[src/rtl/bmf_pkg.sv]
package bmf_pkg;

   localparam int HDR_WORDS = 4;
   localparam int HDR_CNT_IX = 2;

   typedef enum logic [2:0] {
      ST_HDR,
      ST_ECHO,
      ST_WDATA,
      ST_BUS,
      ST_RDOUT,
      ST_STAT
   } bmf_state_e;

endpackage

[src/rtl/bmf_err_latch.sv]
module bmf_err_latch #(
   parameter int RESP_W = 2
) (
   input  logic              clk,
   input  logic              rst_n,
   input  logic              clr,
   input  logic              sample,
   input  logic [RESP_W-1:0] resp,
   output logic [RESP_W-1:0] code
);

   generate
      if (RESP_W < 1) begin : g_bad_resp
         $error("bmf_err_latch: RESP_W must be at least 1");
      end
   endgenerate

   always_ff @(posedge clk or negedge rst_n) begin
      if (!rst_n) begin
         code <= '0;
      end else if (clr) begin
         code <= '0;
      end else if (sample && (code == '0) && (resp != '0)) begin
         code <= resp;
      end
   end

   // once a code is held, only a clear may change it
   a_r6_first_code_kept: assert property (@(posedge clk) disable iff (!rst_n)
      (code != '0 && !clr) |=> code == $past(code));

endmodule

[src/rtl/bmf_burst_ctr.sv]
module bmf_burst_ctr #(
   parameter int CNT_W  = 30,
   parameter int ADDR_W = 31
) (
   input  logic              clk,
   input  logic              rst_n,
   input  logic              load,
   input  logic [CNT_W-1:0]  load_cnt,
   input  logic [ADDR_W-1:0] load_addr,
   input  logic              step,
   output logic [CNT_W-1:0]  remain,
   output logic [ADDR_W-1:0] addr,
   output logic              empty
);

   generate
      if (CNT_W < 1 || ADDR_W < 1) begin : g_bad_width
         $error("bmf_burst_ctr: widths must be positive");
      end
   endgenerate

   always_ff @(posedge clk or negedge rst_n) begin
      if (!rst_n) begin
         remain <= '0;
         addr   <= '0;
      end else if (load) begin
         remain <= load_cnt;
         addr   <= load_addr;
      end else if (step) begin
         remain <= remain - CNT_W'(1);
         addr   <= addr + ADDR_W'(1);
      end
   end

   assign empty = (remain == '0);

   // an access is never completed on an exhausted burst
   a_r7_step_needs_work: assert property (@(posedge clk) disable iff (!rst_n)
      step |-> remain != '0);

endmodule

[src/rtl/bmf_engine.sv]
module bmf_engine
   import bmf_pkg::*;
#(
   parameter int DATA_W = 32,
   parameter int CNT_W  = 30,
   parameter int ADDR_W = 31,
   parameter int RESP_W = 2
) (
   input  logic              clk,
   input  logic              rst_n,
   input  logic [DATA_W-1:0] in_data,
   input  logic              in_valid,
   output logic              in_ready,
   output logic [DATA_W-1:0] out_data,
   output logic              out_valid,
   output logic              out_last,
   input  logic              out_ready,
   output logic              mem_req,
   output logic              mem_we,
   output logic [ADDR_W-1:0] mem_addr,
   output logic [DATA_W-1:0] mem_wdata,
   input  logic              mem_ack,
   input  logic [DATA_W-1:0] mem_rdata,
   input  logic [RESP_W-1:0] mem_resp
);

   localparam int IDX_W    = $clog2(HDR_WORDS);
   localparam int STAT_PAD = DATA_W - 1 - RESP_W;

   generate
      if (ADDR_W + 1 > DATA_W) begin : g_bad_addr
         $error("bmf_engine: address field and direction bit exceed word");
      end
      if (CNT_W > DATA_W) begin : g_bad_cnt
         $error("bmf_engine: count field exceeds word");
      end
      if (STAT_PAD < 0) begin : g_bad_resp
         $error("bmf_engine: status word too narrow for response code");
      end
   endgenerate

   bmf_state_e                        state_q;
   logic [IDX_W-1:0]                  idx_q;
   logic [HDR_WORDS-1:0][DATA_W-1:0]  hdr_q;
   logic [DATA_W-1:0]                 rdata_q;
   logic [DATA_W-1:0]                 wdata_q;
   logic                              dir_q;
   logic [CNT_W-1:0]                  remain;
   logic [ADDR_W-1:0]                 cur_addr;
   logic                              empty;
   logic [RESP_W-1:0]                 err_code;

   logic in_fire, out_fire, last_idx, hdr_fire, load, step, stat_fire;

   assign in_ready  = (state_q == ST_HDR) || (state_q == ST_WDATA);
   assign in_fire   = in_valid && in_ready;
   assign out_fire  = out_valid && out_ready;
   assign last_idx  = (idx_q == IDX_W'(HDR_WORDS - 1));
   assign hdr_fire  = in_fire && (state_q == ST_HDR);
   assign load      = hdr_fire && last_idx;
   assign step      = (state_q == ST_BUS) && mem_ack;
   assign stat_fire = out_fire && (state_q == ST_STAT);

   bmf_burst_ctr #(.CNT_W(CNT_W), .ADDR_W(ADDR_W)) i_ctr (
      .clk       (clk),
      .rst_n     (rst_n),
      .load      (load),
      .load_cnt  (hdr_q[HDR_CNT_IX][CNT_W-1:0]),
      .load_addr (in_data[ADDR_W-1:0]),
      .step      (step),
      .remain    (remain),
      .addr      (cur_addr),
      .empty     (empty)
   );

   bmf_err_latch #(.RESP_W(RESP_W)) i_err (
      .clk    (clk),
      .rst_n  (rst_n),
      .clr    (stat_fire),
      .sample (step),
      .resp   (mem_resp),
      .code   (err_code)
   );

   always_ff @(posedge clk or negedge rst_n) begin
      if (!rst_n) begin
         hdr_q <= '0;
         dir_q <= 1'b0;
      end else if (hdr_fire) begin
         hdr_q[idx_q] <= in_data;
         if (last_idx) dir_q <= in_data[DATA_W-1];
      end
   end

   always_ff @(posedge clk or negedge rst_n) begin
      if (!rst_n) begin
         state_q <= ST_HDR;
         idx_q   <= '0;
         rdata_q <= '0;
         wdata_q <= '0;
      end else begin
         case (state_q)
            ST_HDR: if (in_fire) begin
               idx_q <= idx_q + IDX_W'(1);
               if (last_idx) state_q <= ST_ECHO;
            end
            ST_ECHO: if (out_fire) begin
               idx_q <= idx_q + IDX_W'(1);
               if (last_idx) begin
                  if (empty)      state_q <= ST_STAT;
                  else if (dir_q) state_q <= ST_WDATA;
                  else            state_q <= ST_BUS;
               end
            end
            ST_WDATA: if (in_fire) begin
               wdata_q <= in_data;
               state_q <= ST_BUS;
            end
            ST_BUS: if (mem_ack) begin
               if (!dir_q) begin
                  rdata_q <= mem_rdata;
                  state_q <= ST_RDOUT;
               end else if (remain == CNT_W'(1)) begin
                  state_q <= ST_STAT;
               end else begin
                  state_q <= ST_WDATA;
               end
            end
            ST_RDOUT: if (out_fire) begin
               state_q <= empty ? ST_STAT : ST_BUS;
            end
            ST_STAT: if (out_fire) begin
               state_q <= ST_HDR;
            end
            default: state_q <= ST_HDR;
         endcase
      end
   end

   always_comb begin
      out_valid = 1'b0;
      out_last  = 1'b0;
      out_data  = '0;
      case (state_q)
         ST_ECHO: begin
            out_valid = 1'b1;
            out_data  = hdr_q[idx_q];
         end
         ST_RDOUT: begin
            out_valid = 1'b1;
            out_data  = rdata_q;
         end
         ST_STAT: begin
            out_valid = 1'b1;
            out_last  = 1'b1;
            out_data  = {{STAT_PAD{1'b0}}, err_code, |err_code};
         end
         default: ;
      endcase
   end

   assign mem_req   = (state_q == ST_BUS);
   assign mem_we    = dir_q;
   assign mem_addr  = cur_addr;
   assign mem_wdata = wdata_q;

   // a pending access holds still until acknowledged
   a_r8_bus_hold: assert property (@(posedge clk) disable iff (!rst_n)
      (mem_req && !mem_ack) |=> (mem_req && $stable(mem_addr) && $stable(mem_we)
                                 && $stable(mem_wdata)));

   // a stalled response word holds still
   a_r9_out_hold: assert property (@(posedge clk) disable iff (!rst_n)
      (out_valid && !out_ready) |=> (out_valid && $stable(out_data) && $stable(out_last)));

   // the bus is only requested while the counter has work left
   a_r7_no_req_empty: assert property (@(posedge clk) disable iff (!rst_n)
      mem_req |-> !empty);

   // the status word flag agrees with its code and the pad is zero
   a_r5_status_shape: assert property (@(posedge clk) disable iff (!rst_n)
      (out_valid && out_last) |-> ((out_data[0] == (out_data[RESP_W:1] != '0))
                                   && (out_data[DATA_W-1:RESP_W+1] == '0)));

   // input is never taken while the bus or the output is busy
   a_r4_in_exclusive: assert property (@(posedge clk) disable iff (!rst_n)
      in_ready |-> (!mem_req && !out_valid));

endmodule

[config.mk]
export PLATFORM = sky130hd
export DESIGN_NAME = bmf_engine
export DESIGN_NICKNAME = d
export VERILOG_FILES = /design/src/rtl/bmf_pkg.sv /design/src/rtl/bmf_err_latch.sv /design/src/rtl/bmf_burst_ctr.sv /design/src/rtl/bmf_engine.sv
export SDC_FILE = /design/constraint.sdc
export NUM_CORES = 1
export LEC_CHECK = 0
export ABC_CLOCK_PERIOD_IN_PS = 4300
export CAP_MARGIN = 40
export CELL_PAD_IN_SITES_DETAIL_PLACEMENT = 1
export CELL_PAD_IN_SITES_GLOBAL_PLACEMENT = 2
export CORE_MARGIN = 4
export CORE_UTILIZATION = 41
export CTS_BUF_LIST = sky130_fd_sc_hd__clkbuf_8
export DETAILED_ROUTE_END_ITERATION = 12
export GPL_ROUTABILITY_DRIVEN = 0
export PLACE_DENSITY = 0.88
export SYNTH_ARGS = -nofsm -noshare
export SYNTH_HDL_FRONTEND = slang
export SYNTH_SLANG_ARGS = --single-unit
[constraint.sdc]
create_clock -name clk -period 4.3 [get_ports clk]
set_clock_uncertainty 0.15 [all_clocks]
set_input_delay 0.645 -clock clk [delete_from_list [all_inputs] [get_ports clk]]
set_output_delay 0.645 -clock clk [all_outputs]
set_load 0.02 [all_outputs]
==> metrics.md <==
| Metric | Value |
|---|---|
| Worst EP required | 3.50 ns |
| Mean Syn Cell Area | 12.06 um2 |
| Post-synth ARST share | 1.000 |
| IO Pins | 171 |
| Vias/cell | 5.739 |
| Via count | 9211 |
| Die area | 0.03247 mm2 |
| Buffers & Inverters on Critical Path | 2 |
| Worst slack, placed | 1.068 ns |
| Reg2reg end | i_ctr.remain[19]$_DFFE_PN0P_ |
| Worst slew pin tran | 0.8211 ns |
| Syn Nets | 1086 |
| Initial Utilization | 0.4190 |
| Initial antenna violation count | 0 |
| Worst Path Arrival | 2.97 ns |
| Die W | 180.2 um |
| Largest net degree at the start of global routing | 105 |
| Hold buffers post-CTS | 0 |
| Number of global-route vias before repair | 10194 |
| Unique masters post-synth | 57 |
| Clock sink count | 260 |
| Post-CTS sizing | 0 |
| Setup Crit Path Kind | reg2out |
| R2R depth | 5 |
| Critical path's slowest cell | dfrtp_2 |
| Post-Syn Area | 0.01216 mm2 |
| Post-CTS Setup Bufs | 0 |
| Pre-Repair DR Iteration Count | 5 |
| Clock Latency Late Sink | 0.57 ns |
| Critical Path, Cell by Cell | buf_12 -> mux4_2 -> a22o_1 -> clkdlybuf4s50_1 |
| Total track usage | 0.2218 |
| Area of the core | 0.02901 mm2 |
| Maximum clock frequency | 265.6 MHz |
| Clock Tree Root | clkbuf_8 |
| Post-route design area | 0.01535 mm2 |
| Post-Place Cell Area | 0.01441 mm2 |
| Total gr overflow | 0 |
| Cell Pwr Density | 778.2 mW/mm2 |
| End of the critical path | out_data[24] |
| Die H | 180.2 um |
| DR WL/cell | 22.58 um |
| Number of remaining DRC errors | 0 |
| H-tree levels | 2 |
| Crit path depth | 4 |
| Reg2reg setup slack | 1.20 ns |
| Relative slew slack | 0.4526 |
| Worst-path fanout max | 19 |
| Syn. warnings | 0 |
| Final setup TNS | 0 ns |
| Final period util | 0.8755 |
| Final worst setup slack | 0.5355 ns |
| Status | finished, final reports clean |
| M3 GR Usage | 0.05228 |
| Max-cap violation count | 0 |
| Gate Count Post-Synth | 1008 |
| Worst setup startpoint | idx_q[0]$_DFFE_PN0P_ |
| Min cycle time layout | 3.765 ns |
| Post-Layout Cell Count | 1605 |
| Port buffer count | 170 |
| CTS tree | done |
| Met2 Track Usage GR | 0.3611 |
| Clock-pin slew on the worst setup and hold paths | 0.05 ns |
| Leak | 6.511 nW |
| Worst Hold Class | in2async |
| Cts bufs inserted | 46 |
| Routed Wire Length | 36.25 mm |
| Top FF cell, synth | dfrtp_1 |
| Reg-to-reg critical path startpoint | i_ctr.remain[3]$_DFFE_PN0P_ |
| Gr busiest metal | met2 |
| HPWL after detailed placement | 25.19 mm |
| Nature of the critical path endpoint | primary output |
| Fill cells | 2999 |
| RSZ-0062 raised after global routing | false |
| Fin. max-slew vios | 0 |
| First-pass GRT wire length | 58.20 mm |
| Final ANT Viol Nets | 0 |
| Worst path top cell family by delay | flip-flops |
| Total power | 0.01194 W |
| Slowest stage delay, CP | 0.81 ns |
| Final Hold Vio Count | 0 |
| N_diodes | 0 |
| Placed Cells incl. Taps | 1522 |
| Met1 GRT Util | 0.3031 |
| Flops & latches, synth | 260 |
| Fin nets | 1264 |
| Core Rows | 62 |
| CP Launch Type | flip-flop |
| First DRT Iteration DRCs | 523 |
| Sequential share of the synthesized area | 0.5353 |
| VDD IR max | 0.3802 mV |
| EDFF count, synth | 0 |
| Layout cell share with drive strength beyond 1 | 0.2490 |
| Worst-case clock buffer depth | 3 |
| Synthesis-to-layout area growth | 26.27% |
| # setup viols final | 0 |
kinds of logic (layout without fill, tap and decap cells):
family	count (synthesis)	count (layout)	share of synthesized area
mux	195	195	0.2101
xor+xnor	7	7	0.005044
flops	260	260	0.5353
buf+inv	77	290	0.02398
compound gates	173	173	0.1058
fa+ha+maj	7	7	0.007205
simple gates	289	289	0.1126
per-layer routing:
metal / share of wire / vias to the layer above
met4: 0.020 / 0
li1: - / 4116
met1: 0.45 / 4803
met3: 0.052 / 59
met5: 0 / -
met2: 0.48 / 233
where the power goes:
part | internal (W) | leakage (nW) | switching (W) | total, W
sequential | 0.00364 | 3.22 | 0.00102 | 0.00466
combinational | 0.00262 | 2.75 | 0.00236 | 0.00498
clock | 0.00127 | 0.540 | 0.00104 | 0.00231
total | 0.00753 | 6.51 | 0.00442 | 0.0119
registers in the layout, summed over array words and instances (netlist names):
| signal | cells |
|---|---|
| idx_q | 2 |
| hdr_q | 128 |
| rdata_q | 32 |
| state_q | 3 |
| i_err.code | 2 |
| i_ctr.addr | 31 |
| i_ctr.remain | 30 |
| mem_wdata | 32 |
worst min path at each step:
stage	slack [ns]	end	startpoint
global route	0.05	mem_wdata[0]$_DFFE_PN0P_	rst_n
finish	0.0006	mem_wdata[0]$_DFFE_PN0P_	rst_n
detailed placement	0.32	hdr_q[126]$_DFFE_PN0P_	hdr_q[126]$_DFFE_PN0P_
CTS	0.02	state_q[1]$_DFFE_PN0P_	rst_n
global placement	0.31	hdr_q[113]$_DFFE_PN0P_	hdr_q[113]$_DFFE_PN0P_
floorplan	0.20	hdr_q[0]$_DFFE_PN0P_	rst_n
cells in the mapped netlist, types with 11 or more instances:
| library cell | n | area (um2) |
|---|---|---|
| a31oi_1 | 11 | 68.82 |
| mux2_2 | 161 | 1813 |
| a21oi_1 | 16 | 80.08 |
| o311ai_0 | 30 | 262.8 |
| o211ai_1 | 26 | 195.2 |
| nand4_1 | 11 | 68.82 |
| dfrtp_1 | 260 | 6506 |
| nor3_1 | 13 | 65.06 |
| o21ai_0 | 29 | 145.1 |
| a22o_1 | 29 | 254.0 |
| mux4_2 | 32 | 720.7 |
| nand3_1 | 24 | 120.1 |
| nor2_1 | 27 | 101.4 |
| buf_1 | 16 | 60.06 |
| clkbuf_1 | 50 | 187.7 |
| nand2_1 | 156 | 585.6 |
metrics by stage:
step / hold WS, ns / utilization
after floorplan: 0.1994 / -
after detailed placement: 0.3170 / 0.4966
after CTS: 0.01560 / 0.5290
after global routing: 0.04887 / 0.5290
final: 0.0006467 / 0.5290
after global placement: 0.3096 / 0.4947
cell type report:
class	instances	area (um2)	share of cell area
inverter	9	33.78	0.002201
clock buffer	61	839.6	0.05470
timing repair buffer	198	2007	0.1308
clock inverter	22	102.6	0.006685
sequential	260	6507	0.4240
tap	384	480.5	0.03130
multi-input combinational	671	5378	0.3504
cell usage in the layout, fill, tap and decap left out, types with 22 or more instances in the layout:
cell / n
clkbuf_8: 61
o211ai_1: 26
mux4_2: 32
clkdlybuf4s50_1: 169
o21ai_0: 29
mux2_2: 161
a22o_1: 29
nor2_1: 25
buf_4: 22
inv_1: 24
nand2_1: 155
o311ai_0: 30
dfrtp_1: 259
nand3_1: 24
Note: power is estimated with default switching activity, not from simulation.
